`src/rtl/lsea_pkg.sv`:
```
package lsea_pkg;

  localparam int unsigned ADDR_W = 64;
  localparam int unsigned NARROW_W = 32;

  typedef enum logic [1:0] {
    SZ_BYTE  = 2'd0,
    SZ_HALF  = 2'd1,
    SZ_WORD  = 2'd2,
    SZ_DWORD = 2'd3
  } acc_size_e;

  // Wrap-around address sum of base, displacement and relative offset.
  function automatic logic [ADDR_W-1:0] ea_sum(
    input logic [ADDR_W-1:0] base,
    input logic [ADDR_W-1:0] disp,
    input logic [ADDR_W-1:0] rel_ofs
  );
    return base + disp + rel_ofs;
  endfunction

  // Clears the upper part of an address in 32-bit mode.
  function automatic logic [ADDR_W-1:0] fold_narrow(
    input logic [ADDR_W-1:0] ea,
    input logic              narrow
  );
    logic [ADDR_W-1:0] r;
    r = ea;
    if (narrow) r[ADDR_W-1:NARROW_W] = '0;
    return r;
  endfunction

  // Widens returned data according to size and signedness.
  function automatic logic [ADDR_W-1:0] load_extend(
    input logic [ADDR_W-1:0] d,
    input acc_size_e         sz,
    input logic              sx
  );
    logic [ADDR_W-1:0] r;
    unique case (sz)
      SZ_BYTE:  r = {{(ADDR_W-8){1'b0}}, d[7:0]};
      SZ_HALF:  r = {{(ADDR_W-16){sx & d[15]}}, d[15:0]};
      SZ_WORD:  r = {{(ADDR_W-32){sx & d[31]}}, d[31:0]};
      default:  r = d;
    endcase
    return r;
  endfunction

endpackage

```
`src/rtl/lsea_check.sv`:
```
module lsea_check
  import lsea_pkg::*;
#(
  parameter int unsigned REG_IDX_W = 5,
  parameter bit          IS64      = 1'b1
) (
  input  logic [REG_IDX_W-1:0] rt,
  input  logic [REG_IDX_W-1:0] ra,
  input  logic                 update,
  input  logic                 store,
  input  logic                 prefixed,
  input  logic                 rel,
  input  acc_size_e            size,
  input  logic                 sext,
  output logic                 bad_upd_zero,
  output logic                 bad_upd_overlap,
  output logic                 bad_rel_base,
  output logic                 bad_signed,
  output logic                 bad_width,
  output logic                 form_bad
);

  logic ra_is_zero;
  logic ra_eq_rt;

  assign ra_is_zero = (ra == '0);
  assign ra_eq_rt   = (ra == rt);

  always_comb begin
    bad_upd_zero    = update & ra_is_zero;
    bad_upd_overlap = update & ~store & ra_eq_rt;
    bad_rel_base    = prefixed & rel & ~ra_is_zero;
    bad_signed      = sext & (store | (size == SZ_BYTE) | (size == SZ_DWORD));
  end

  generate
    if (IS64) begin : g_wide
      assign bad_width = 1'b0;
    end else begin : g_narrow_impl
      assign bad_width = (size == SZ_DWORD) | ((size == SZ_WORD) & sext);
    end
  endgenerate

  assign form_bad = bad_upd_zero | bad_upd_overlap | bad_rel_base
                  | bad_signed | bad_width;

endmodule

```
`src/rtl/lsea_agen.sv`:
```
module lsea_agen
  import lsea_pkg::*;
#(
  parameter int unsigned REG_IDX_W = 5,
  parameter int unsigned IMM_W     = 34
) (
  input  logic [REG_IDX_W-1:0] ra,
  input  logic [ADDR_W-1:0]    ra_value,
  input  logic [ADDR_W-1:0]    rb_value,
  input  logic [IMM_W-1:0]     imm,
  input  logic                 use_rb,
  input  logic                 prefixed,
  input  logic                 rel,
  input  logic [ADDR_W-1:0]    cia,
  input  logic                 narrow,
  output logic [ADDR_W-1:0]    base_sel,
  output logic [ADDR_W-1:0]    disp_sel,
  output logic [ADDR_W-1:0]    ea
);

  localparam int unsigned EXT_W = ADDR_W - IMM_W;

  logic [ADDR_W-1:0] imm_wide;
  logic [ADDR_W-1:0] rel_ofs;
  logic [ADDR_W-1:0] ea_full;

  assign imm_wide = {{EXT_W{imm[IMM_W-1]}}, imm};
  assign base_sel = (ra == '0) ? '0 : ra_value;
  assign disp_sel = use_rb ? rb_value : imm_wide;
  assign rel_ofs  = (prefixed & rel) ? cia : '0;
  assign ea_full  = ea_sum(base_sel, disp_sel, rel_ofs);
  assign ea       = fold_narrow(ea_full, narrow);

endmodule

```
`src/rtl/lsea_extend.sv`:
```
module lsea_extend
  import lsea_pkg::*;
(
  input  logic              clk,
  input  logic              rst_n,
  input  logic              ld_valid,
  input  logic [ADDR_W-1:0] ld_data,
  input  logic [1:0]        ld_size,
  input  logic              ld_sext,
  output logic              ext_valid,
  output logic [ADDR_W-1:0] ext_data
);

  logic [ADDR_W-1:0] ext_next;

  assign ext_next = load_extend(ld_data, acc_size_e'(ld_size), ld_sext);

  always_ff @(posedge clk) begin
    if (!rst_n) begin
      ext_valid <= 1'b0;
      ext_data  <= '0;
    end else begin
      ext_valid <= ld_valid;
      if (ld_valid) ext_data <= ext_next;
    end
  end

  AST_EXT_LATENCY: assert property (@(posedge clk) disable iff (!rst_n)
    ld_valid |=> ext_valid);
  AST_EXT_HOLD: assert property (@(posedge clk) disable iff (!rst_n)
    !ld_valid |=> $stable(ext_data));

endmodule

```
`src/rtl/lsea_unit.sv`:
```
module lsea_unit
  import lsea_pkg::*;
#(
  parameter int unsigned REG_IDX_W = 5,
  parameter int unsigned IMM_W     = 34,
  parameter bit          IS64      = 1'b1
) (
  input  logic                 clk,
  input  logic                 rst_n,
  input  logic                 op_valid,
  input  logic [REG_IDX_W-1:0] op_rt,
  input  logic [REG_IDX_W-1:0] op_ra,
  input  logic [63:0]          ra_value,
  input  logic [63:0]          rb_value,
  input  logic [IMM_W-1:0]     op_imm,
  input  logic                 op_use_rb,
  input  logic                 op_update,
  input  logic                 op_store,
  input  logic                 op_prefixed,
  input  logic                 op_rel,
  input  logic [63:0]          cia,
  input  logic                 op_narrow,
  input  logic [1:0]           op_size,
  input  logic                 op_sext,
  output logic                 req_valid,
  output logic [63:0]          req_addr,
  output logic [1:0]           req_size,
  output logic                 req_store,
  output logic                 req_sext,
  output logic                 invalid,
  output logic                 wb_valid,
  output logic [REG_IDX_W-1:0] wb_reg,
  output logic [63:0]          wb_data,
  input  logic                 ld_valid,
  input  logic [63:0]          ld_data,
  input  logic [1:0]           ld_size,
  input  logic                 ld_sext,
  output logic                 ext_valid,
  output logic [63:0]          ext_data
);

  logic bad_upd_zero;
  logic bad_upd_overlap;
  logic bad_rel_base;
  logic bad_signed;
  logic bad_width;
  logic form_bad;
  logic [ADDR_W-1:0] base_sel;
  logic [ADDR_W-1:0] disp_sel;
  logic [ADDR_W-1:0] ea;
  logic issue_ok;
  logic issue_bad;

  lsea_check #(
    .REG_IDX_W(REG_IDX_W),
    .IS64     (IS64)
  ) u_check (
    .rt             (op_rt),
    .ra             (op_ra),
    .update         (op_update),
    .store          (op_store),
    .prefixed       (op_prefixed),
    .rel            (op_rel),
    .size           (acc_size_e'(op_size)),
    .sext           (op_sext),
    .bad_upd_zero   (bad_upd_zero),
    .bad_upd_overlap(bad_upd_overlap),
    .bad_rel_base   (bad_rel_base),
    .bad_signed     (bad_signed),
    .bad_width      (bad_width),
    .form_bad       (form_bad)
  );

  lsea_agen #(
    .REG_IDX_W(REG_IDX_W),
    .IMM_W    (IMM_W)
  ) u_agen (
    .ra      (op_ra),
    .ra_value(ra_value),
    .rb_value(rb_value),
    .imm     (op_imm),
    .use_rb  (op_use_rb),
    .prefixed(op_prefixed),
    .rel     (op_rel),
    .cia     (cia),
    .narrow  (op_narrow),
    .base_sel(base_sel),
    .disp_sel(disp_sel),
    .ea      (ea)
  );

  lsea_extend u_extend (
    .clk      (clk),
    .rst_n    (rst_n),
    .ld_valid (ld_valid),
    .ld_data  (ld_data),
    .ld_size  (ld_size),
    .ld_sext  (ld_sext),
    .ext_valid(ext_valid),
    .ext_data (ext_data)
  );

  assign issue_ok  = op_valid & ~form_bad;
  assign issue_bad = op_valid & form_bad;

  always_ff @(posedge clk) begin
    if (!rst_n) begin
      req_valid <= 1'b0;
      req_addr  <= '0;
      req_size  <= '0;
      req_store <= 1'b0;
      req_sext  <= 1'b0;
      invalid   <= 1'b0;
      wb_valid  <= 1'b0;
      wb_reg    <= '0;
      wb_data   <= '0;
    end else begin
      req_valid <= issue_ok;
      invalid   <= issue_bad;
      wb_valid  <= issue_ok & op_update;
      if (issue_ok) begin
        req_addr  <= ea;
        req_size  <= op_size;
        req_store <= op_store;
        req_sext  <= op_sext & ~op_store;
        wb_reg    <= op_ra;
        wb_data   <= ea;
      end
    end
  end

  AST_REQ_XOR_INV: assert property (@(posedge clk) disable iff (!rst_n)
    !(req_valid && invalid));
  AST_ONE_RESPONSE: assert property (@(posedge clk) disable iff (!rst_n)
    op_valid |=> (req_valid || invalid));
  AST_NO_UNASKED: assert property (@(posedge clk) disable iff (!rst_n)
    (req_valid || invalid) |-> $past(op_valid));
  AST_WB_WITH_REQ: assert property (@(posedge clk) disable iff (!rst_n)
    wb_valid |-> (req_valid && wb_data == req_addr));
  AST_WB_BASE_NONZERO: assert property (@(posedge clk) disable iff (!rst_n)
    wb_valid |-> (wb_reg != '0));
  AST_NARROW_HIGH_ZERO: assert property (@(posedge clk) disable iff (!rst_n)
    (req_valid && $past(op_narrow)) |-> (req_addr[63:32] == 32'd0));
  AST_SEXT_LOAD_ONLY: assert property (@(posedge clk) disable iff (!rst_n)
    (req_valid && req_sext) |-> (!req_store && (req_size == 2'd1 || req_size == 2'd2)));

endmodule

```
`config.mk`:
```
export PLATFORM = sky130hd
export DESIGN_NAME = lsea_unit
export DESIGN_NICKNAME = d
export VERILOG_FILES = /design/src/rtl/lsea_pkg.sv /design/src/rtl/lsea_check.sv /design/src/rtl/lsea_agen.sv /design/src/rtl/lsea_extend.sv /design/src/rtl/lsea_unit.sv
export SDC_FILE = /design/constraint.sdc
export NUM_CORES = 1
export LEC_CHECK = 0
export BUFFER_PORTS_ARGS = -buffer_cell sky130_fd_sc_hd__buf_2
export CORE_ASPECT_RATIO = 0.9
export CORE_MARGIN = 4
export CORE_UTILIZATION = 35
export CTS_BUF_LIST = sky130_fd_sc_hd__clkbuf_8
export DETAILED_ROUTE_END_ITERATION = 16
export GPL_ROUTABILITY_DRIVEN = 1
export GPL_TIMING_DRIVEN = 0
export HOLD_SLACK_MARGIN = 0.03
export PLACE_DENSITY_LB_ADDON = 0.1
export SETUP_SLACK_MARGIN = 0.3
export SYNTH_ARGS = -nofsm -noshare
export SYNTH_HDL_FRONTEND = slang
export SYNTH_HIERARCHICAL = 1
export SYNTH_SLANG_ARGS = --single-unit
```
`constraint.sdc`:
```
create_clock -name clk -period 16.4 [get_ports clk]
set_input_delay 3.28 -clock clk [delete_from_list [all_inputs] [get_ports clk]]
set_output_delay 3.28 -clock clk [all_outputs]
set_load 0.05 [all_outputs]
```
# Word level (Yosys, flattened, before mapping)
# Cells that the tools add are included.
dict set report classes {
  add_sub_neg 2
  eq_ne 4
  muxes 5
  bitwise 20
  reduce_logical 3
}
# operator n
set ops {}
lappend ops {{$mux W64} 3}
lappend ops {{$pmux W64 S3} 1}
lappend ops {{$add A64 B64 Y64} 2}
lappend ops {{$mux W32} 1}
lappend ops {{$and A1 B1 Y1} 12}
lappend ops {{$eq A5 B5 Y1} 1}
lappend ops {{$logic_not A5 Y1} 1}
lappend ops {{$or A1 B1 Y1} 5}
lappend ops {{$eq A2 B2 Y1 const B} 2}
lappend ops {{$logic_not A2 Y1} 2}
lappend ops {{$not A1 Y1} 3}
lappend ops {{$eq A2 B1 Y1 const B} 1}
dict set report totals {
  ff_bits 141
  inputBits 316
  output_inout_bits 205
}

# Logic depth before layout (Yosys ltp)
# Gate-level depths: netlist of the first run.
dict set report depth {
  word_depth 9
  mapped_depth 23
}

# Cells and area by module
# Netlist of the first run, hierarchy kept.
# module instances cells_per_inst area_each_um2 seq_area_each_um2
set modules_own_cells {}
lappend modules_own_cells {lsea_agen 1 1050 7028.0 0.0}
lappend modules_own_cells {lsea_unit 1 388 3636.0 1521.5}
lappend modules_own_cells {lsea_extend 1 291 2877.8 1301.2}
lappend modules_own_cells {lsea_check 1 17 125.1 0.0}

# Worst setup path before layout of the first run
# Ideal clock, no wire load.
dict set report synth_timing {
  path_type {input -> register}
  start {input port op_use_rb}
  end {register req_addr[62]}
  setup_ns 0.117
  arrival_ns 7.579
  slack_ns 8.704
  stages 23
  n_path_buf 5
  path_cell_list {clkbuf_1 -> clkbuf_1 -> clkbuf_1 -> nand2_1 -> nand2_1 -> inv_1 -> fa_1 -> inv_1 -> ha_1 -> clkbuf_1 -> a21o_1 -> a21o_1 -> a21oi_1 -> a21boi_0 -> o221ai_1 -> a21oi_1 -> a211oi_1 -> or2_1 -> buf_6 -> a2111oi_4 -> mux2_1 -> nand2_1 -> a21boi_1}
}
dict set report synth_between {
  elab_chain_cells 4
}
# element line_no
set synth_rtl {}
lappend synth_rtl {{start: declaration} lsea_unit.sv:16} ;# input logic op_use_rb,
lappend synth_rtl {{$mux W64} lsea_agen.sv:29} ;# assign disp_sel = use_rb ? rb_value : imm_wide;
lappend synth_rtl {{named net disp_sel[33]} lsea_unit.sv:49} ;# logic [ADDR_W-1:0] disp_sel;
lappend synth_rtl {{$add A64 B64 Y64 (2 in series)} lsea_pkg.sv:19} ;# return base + disp + rel_ofs;
lappend synth_rtl {{$mux W32} lsea_pkg.sv:29} ;# if (narrow) r[ADDR_W-1:NARROW_W] = '0;
lappend synth_rtl {{named net ea[62]} lsea_unit.sv:50} ;# logic [ADDR_W-1:0] ea;
lappend synth_rtl {{end signal: assignment} lsea_unit.sv:109} ;# req_addr <= '0;
lappend synth_rtl {{end signal: assignment} lsea_unit.sv:122} ;# req_addr <= ea;
lappend synth_rtl {{end: declaration} lsea_unit.sv:26} ;# output logic [63:0] req_addr,
# The timed path passes the listed nets, and every way through them passes these cells.
# A chain may end at the register's enable or synchronous reset.

# Final worst setup path of the first run
dict set report layout_timing {
  start {input port op_use_rb}
  end {register req_addr[53]}
}
# The elaborated chain is that of the path after synthesis.

==> flow_metrics.env, run 1 <==
export IMPL_finalSetupViolCount=0
export IMPL_cp_top_family="compound AO/OA/AOI/OAI gates"
export IMPL_slowest_stage="clkbuf_1"
export IMPL_die_h_um=194
export IMPL_cpPeakStageDelay_ns=0.71
export IMPL_core_area_um2=37600
export IMPL_die_area_um2=41700
export IMPL_drive_gt1_frac=0.371
export IMPL_rows=67
export IMPL_setup_tns_ns=0
export IMPL_cts_hold_buf=0
export IMPL_num_vias=13400
export IMPL_syn_to_final_growth_pct=27.1
export IMPL_grt_antenna_before_repair=5
export IMPL_final_core_util=0.455
export IMPL_clk_latency_ns=0.44
export IMPL_syn_num_nets=2141
export IMPL_min_path_type="reg -> reg"
export IMPL_pwr_share_comb=0.528
export IMPL_syn_avg_cell_area_um2=7.94
export IMPL_cts_setup_buffers=0
export IMPL_drt_total_wl_um=47900
export IMPL_first_pass_iters=5
export IMPL_p_int_w=0.000821
export IMPL_p_sw_frac=0.461
export IMPL_r2r_start="req_addr[48]$_SDFFE_PN0P_"
export IMPL_critical_path_class="in -> reg"
export IMPL_vdd_ir_drop_max_uv=43.3
export IMPL_ant_nets=0
export IMPL_slew_violations=0
export IMPL_period_needed_ns=9.20
export IMPL_critPathRequiredTime_ns=16.79
export IMPL_max_cap_viol_count=0
export IMPL_place_area_um2=16700
export IMPL_globalRouteOverflowTotal=0
export IMPL_powerDensity_nw_per_um2=88.9
export IMPL_path_buf_inv=3
export IMPL_final_hold_viol_count=0
export IMPL_synth_warnings=6
export IMPL_cts_sinks=141
export IMPL_rr_endpoint="req_addr[48]$_SDFFE_PN0P_"
export IMPL_fmax_ghz=0.109
export IMPL_critPathLaunchType="input port"
export IMPL_finish_instance_area_um2=17100
export IMPL_ctsResizeCount=0
export IMPL_min_from="wb_reg[3]$_SDFFE_PN0P_"
export IMPL_ff2ff_path_depth=2
export IMPL_ios=521
export IMPL_p_switching_w=0.000703
export IMPL_wire_per_inst_um=17.5
export IMPL_crit_start="op_use_rb"
export IMPL_fin_nets=2676
export IMPL_htree_levels=4
export IMPL_hold_depth=2
export IMPL_cts_tree="yes"
export IMPL_skew_ns=0
export IMPL_grtUsageTotal=0.223
export IMPL_portBuffers=516
export IMPL_drtIter0Drc=686
export IMPL_path_clk_slew_ns=0.10
export IMPL_grt_max_degree=17
export IMPL_grt_pass1_wl_um=76100
export IMPL_globalplace_congestion=0.903
export IMPL_status="complete, no violations"
export IMPL_end_kind="register"
export IMPL_clock_path_buffers=2
export IMPL_tightest_slew_ns=1.02
export IMPL_cp_arrival_ns=9.60
export IMPL_syn_instance_count=1699
export IMPL_min_to="wb_reg[3]$_SDFFE_PN0P_"
export IMPL_relSlewSlack=0.314
export IMPL_r2r_slack_ns=15.64
export IMPL_syn_area_um2=13500
export IMPL_clock_root_buffer="clkbuf_8"
export IMPL_initial_core_util=0.358
export IMPL_hpwl_um=40500
export IMPL_pwr_share_seq=0.257
export IMPL_grt_pass1_vias=13900
export IMPL_critical_path_max_fanout=10
export IMPL_path_cells="buf_2 -> clkbuf_1 -> clkbuf_1 -> mux2_2 -> fa_1 -> ha_1 -> fa_1 -> a211oi_1 -> nor3_1 -> o211ai_1 -> o21ai_1 -> o311ai_1 -> o21bai_1 -> a211o_1 -> a41oi_1 -> xor2_1 -> nor2_1 -> nand2_2 -> a21boi_2"
export IMPL_die_w_um=215
export IMPL_cts_made_buffers=17
export IMPL_clkPwrFrac=0.215
export IMPL_rsz0062_at_grt="false"
export IMPL_leakage_nw=8.89
export IMPL_drc=0
export IMPL_min_period_over_period=0.561
export IMPL_viasPerCell=4.90
-- worst max path at each step --
stage	end	slack [ns]	depth (start not counted)
4_1_cts	req_addr[53]$_SDFFE_PN0P_	7.25	21
2_1_floorplan	req_addr[62]$_SDFFE_PN0P_	8.70	23
3_5_place_dp	req_addr[53]$_SDFFE_PN0P_	6.78	21
6_report	req_addr[53]$_SDFFE_PN0P_	7.20	19
3_3_place_gp	req_addr[53]$_SDFFE_PN0P_	6.79	21
5_1_grt	req_addr[53]$_SDFFE_PN0P_	6.97	21
-- metrics by stage --
step	setup slack [ns]	instances	total power, W	hold WS [ns]
final	7.20	2736	0.00152	0.457
after detailed placement	6.78	2698	0.00120	0.444
after floorplan	8.70	1699	0.000994	0.666
after global routing	6.97	2735	0.00163	0.485
after CTS	7.25	2730	0.00153	0.458
after global placement	6.79	2698	0.00120	0.440
-- worst reg2reg max path: stages (launching register included) --
cell and delay, ns:
dfxtp_1 0.46, nand2_1 0.10, a21boi_2 0.14
-- power by group through the flow --
stage | Combinational, W | Sequential, W | Clock, W
after floorplan | 0.000507 | 0.000487 | 0
after global placement | 0.000801 | 0.000399 | 0
after detailed placement | 0.000801 | 0.000401 | 0
after CTS | 0.000806 | 0.000393 | 0.000336
after global routing | 0.000886 | 0.000396 | 0.000349
final | 0.000804 | 0.000392 | 0.000327
-- area by class of cell --
cell class	count	area, µm²
Fill cell	3896	20500
Timing Repair Buffer	516	2580
Clock buffer	17	234
Antenna cell	6	15.0
Multi-Input combinational cell	1228	8980
Buffer	178	1110
Sequential cell	141	2820
Clock inverter	15	216
Inverter	152	571
Tap cell	483	604
-- cell usage in the layout, fill, tap and decap left out, types with 16 or more instances in the layout --
master	n
a21boi_2	48
inv_1	152
fa_1	64
nand4_1	16
o21ai_0	68
and3_1	25
dfxtp_1	141
buf_4	69
a21boi_1	31
buf_2	546
nand3_1	43
a21o_1	48
nor2b_1	21
nand2_1	313
xnor2_1	36
and2_1	31
a21oi_1	57
mux2_2	37
ha_1	62
a41oi_2	21
nor2_1	63
clkbuf_1	62
xor2_1	24
clkbuf_8	17
a41oi_1	19
nand2_2	48
a31oi_1	25
-- per-layer routing --
metal,global-route usage,share of wire,wire length [µm]
met5,0,0,0
met4,0.0523,0.015,737
met3,0.0315,0.048,2310
met2,0.389,0.49,23500
met1,0.292,0.45,21300
Note: power is estimated with default switching activity, not from simulation.
==> run 2, diff against run 1 <==
Settings changed: ABC_AREA set to 1.
Clock period 16.4 ns to 9.05 ns, I/O delays scaled along.
==> flow_metrics.env, run 2 <==
export IMPL_finalSetupViolCount=0
export IMPL_relSlewSlack=0.415
export IMPL_viasPerCell=4.54
export IMPL_fmax_ghz=0.166
export IMPL_globalRouteOverflowTotal=0
export IMPL_drt_total_wl_um=62900
export IMPL_tightest_slew_ns=0.878
export IMPL_drc=0
export IMPL_cts_tree="yes"
export IMPL_cts_setup_buffers=0
export IMPL_path_common_cell="nand2_1"
export IMPL_period_needed_ns=6.03
export IMPL_ant_nets=0
export IMPL_cp_top_family="simple AND/OR/NAND/NOR gates"
export IMPL_path_buf_inv=7
export IMPL_min_path_type="reg -> reg"
export IMPL_critPathRequiredTime_ns=9.46
export IMPL_slowest_stage="clkbuf_1"
export IMPL_setup_tns_ns=0
export IMPL_die_h_um=211
export IMPL_layout_commonest_cell="nand2_1"
export IMPL_syn_to_final_growth_pct=23.4
export IMPL_rsz0062_at_grt="false"
export IMPL_portBuffers=517
export IMPL_grt_pass1_vias=17300
export IMPL_final_core_util=0.441
export IMPL_clock_root_buffer="clkbuf_8"
export IMPL_multi_input_area_um2=9890
export IMPL_most_common_layout_cells="nand2_1, inv_1, buf_2"
export IMPL_syn_instance_count=2767
export IMPL_num_vias=17800
export IMPL_seqCellArea_um2=2820
export IMPL_skew_ns=0
export IMPL_cts_sinks=141
export IMPL_htree_levels=4
export IMPL_critical_path_max_fanout=10
export IMPL_crit_cells=22
export IMPL_cpPeakStageDelay_ns=0.55
export IMPL_ctsResizeCount=0
export IMPL_synth_warnings=6
export IMPL_hpwl_um=55500
export IMPL_cts_made_buffers=17
export IMPL_layout_setup_ws_ns=3.02
export IMPL_grt_antenna_before_repair=6
export IMPL_critical_path_class="in -> reg"
export IMPL_syn_avg_cell_area_um2=5.77
export IMPL_powerDensity_nw_per_um2=152
export IMPL_grt_pass1_wl_um=94700
export IMPL_path_cells="buf_2 -> nand2_1 -> inv_1 -> clkbuf_1 -> clkbuf_1 -> nand2_1 -> fa_1 -> inv_1 -> ha_1 -> nand2_2 -> inv_1 -> nand2_1 -> nand2_1 -> a21oi_1 -> nand3_2 -> nand3b_1 -> a21oi_1 -> nor2_1 -> inv_1 -> nand3_2 -> nand2_1 -> nor2_1"
export IMPL_end_kind="register"
export IMPL_core_area_um2=44700
export IMPL_cp_arrival_ns=6.45
export IMPL_initial_core_util=0.357
export IMPL_status="complete, no violations"
export IMPL_hold_depth=2
export IMPL_drive_gt1_frac=0.241
export IMPL_fillers=5039
export IMPL_vdd_ir_drop_max_uv=105
export IMPL_first_pass_iters=5
export IMPL_min_period_over_period=0.667
export IMPL_drtIter0Drc=1090
export IMPL_syn_num_nets=3209
export IMPL_wire_per_inst_um=16.0
export IMPL_fin_nets=3745
export IMPL_max_cap_viol_count=0
export IMPL_syn_area_um2=16000
export IMPL_grt_max_degree=17
export IMPL_critPathLaunchType="input port"
export IMPL_place_ws_ns=2.66
export IMPL_clock_path_buffers=2
export IMPL_grtUsageTotal=0.247
export IMPL_clk_latency_ns=0.47
export IMPL_globalplace_congestion=0.940
export IMPL_die_w_um=233
export IMPL_ff2ff_path_depth=2
export IMPL_path_clk_slew_ns=0.09
export IMPL_die_area_um2=49100
export IMPL_slew_violations=0
export IMPL_leakage_nw=12.3
export IMPL_ios=521
export IMPL_rows=73
export IMPL_cts_hold_buf=0
export IMPL_final_hold_viol_count=0
==> run 2: worst paths after layout <==
check                                                from                         to  slack (ns)
worst min-delay path               wb_reg[2]$_SDFFE_PN0P_     wb_reg[2]$_SDFFE_PN0P_        0.49
worst max-delay path                          op_prefixed  req_addr[40]$_SDFFE_PN0P_        3.02
worst max register to register  req_addr[27]$_SDFFE_PN0P_  req_addr[27]$_SDFFE_PN0P_        8.33
worst min register to register     wb_reg[2]$_SDFFE_PN0P_     wb_reg[2]$_SDFFE_PN0P_        0.49
==> run 2: worst min-delay path: stages, from the launching register on <==
cell and delay [ns]:
dfxtp_1 0.32, nor2_1 0.09, nor2_1 0.05
==> run 2: final cells by class <==
| cell class | count | area share |
|---|---|---|
| Multi-Input combinational cell | 1867 | 0.502 |
| Sequential cell | 141 | 0.143 |
| Timing Repair Buffer | 517 | 0.131 |
| Inverter | 604 | 0.115 |
| Buffer | 155 | 0.0500 |
| Tap cell | 600 | 0.0381 |
| Clock buffer | 18 | 0.0126 |
| Clock inverter | 14 | 0.00692 |
| Antenna cell | 7 | 0.000889 |
==> run 2: metal layers <==
metal | part of all wire | track usage
met5 | 0 | 0
met4 | 0.019 | 0.0593
met3 | 0.046 | 0.0272
met2 | 0.48 | 0.429
met1 | 0.46 | 0.330
==> run 2: stage by stage <==
step	power (W)	hold WS, ns	cell area [µm²]	instances
after floorplan	0.00196	0.700	16000	2767
after global placement	0.00250	0.463	19300	3884
after detailed placement	0.00250	0.467	19300	3884
after CTS	0.00301	0.486	19700	3916
after global routing	0.00323	0.507	19700	3922
final	0.00299	0.488	19700	3923
==> run 2: where the power goes <==
| part | switching (W) | internal (W) |
|---|---|---|
| Combinational | 0.00124 | 0.000535 |
| Sequential | 0.0000440 | 0.000672 |
| Clock | 0.000270 | 0.000229 |
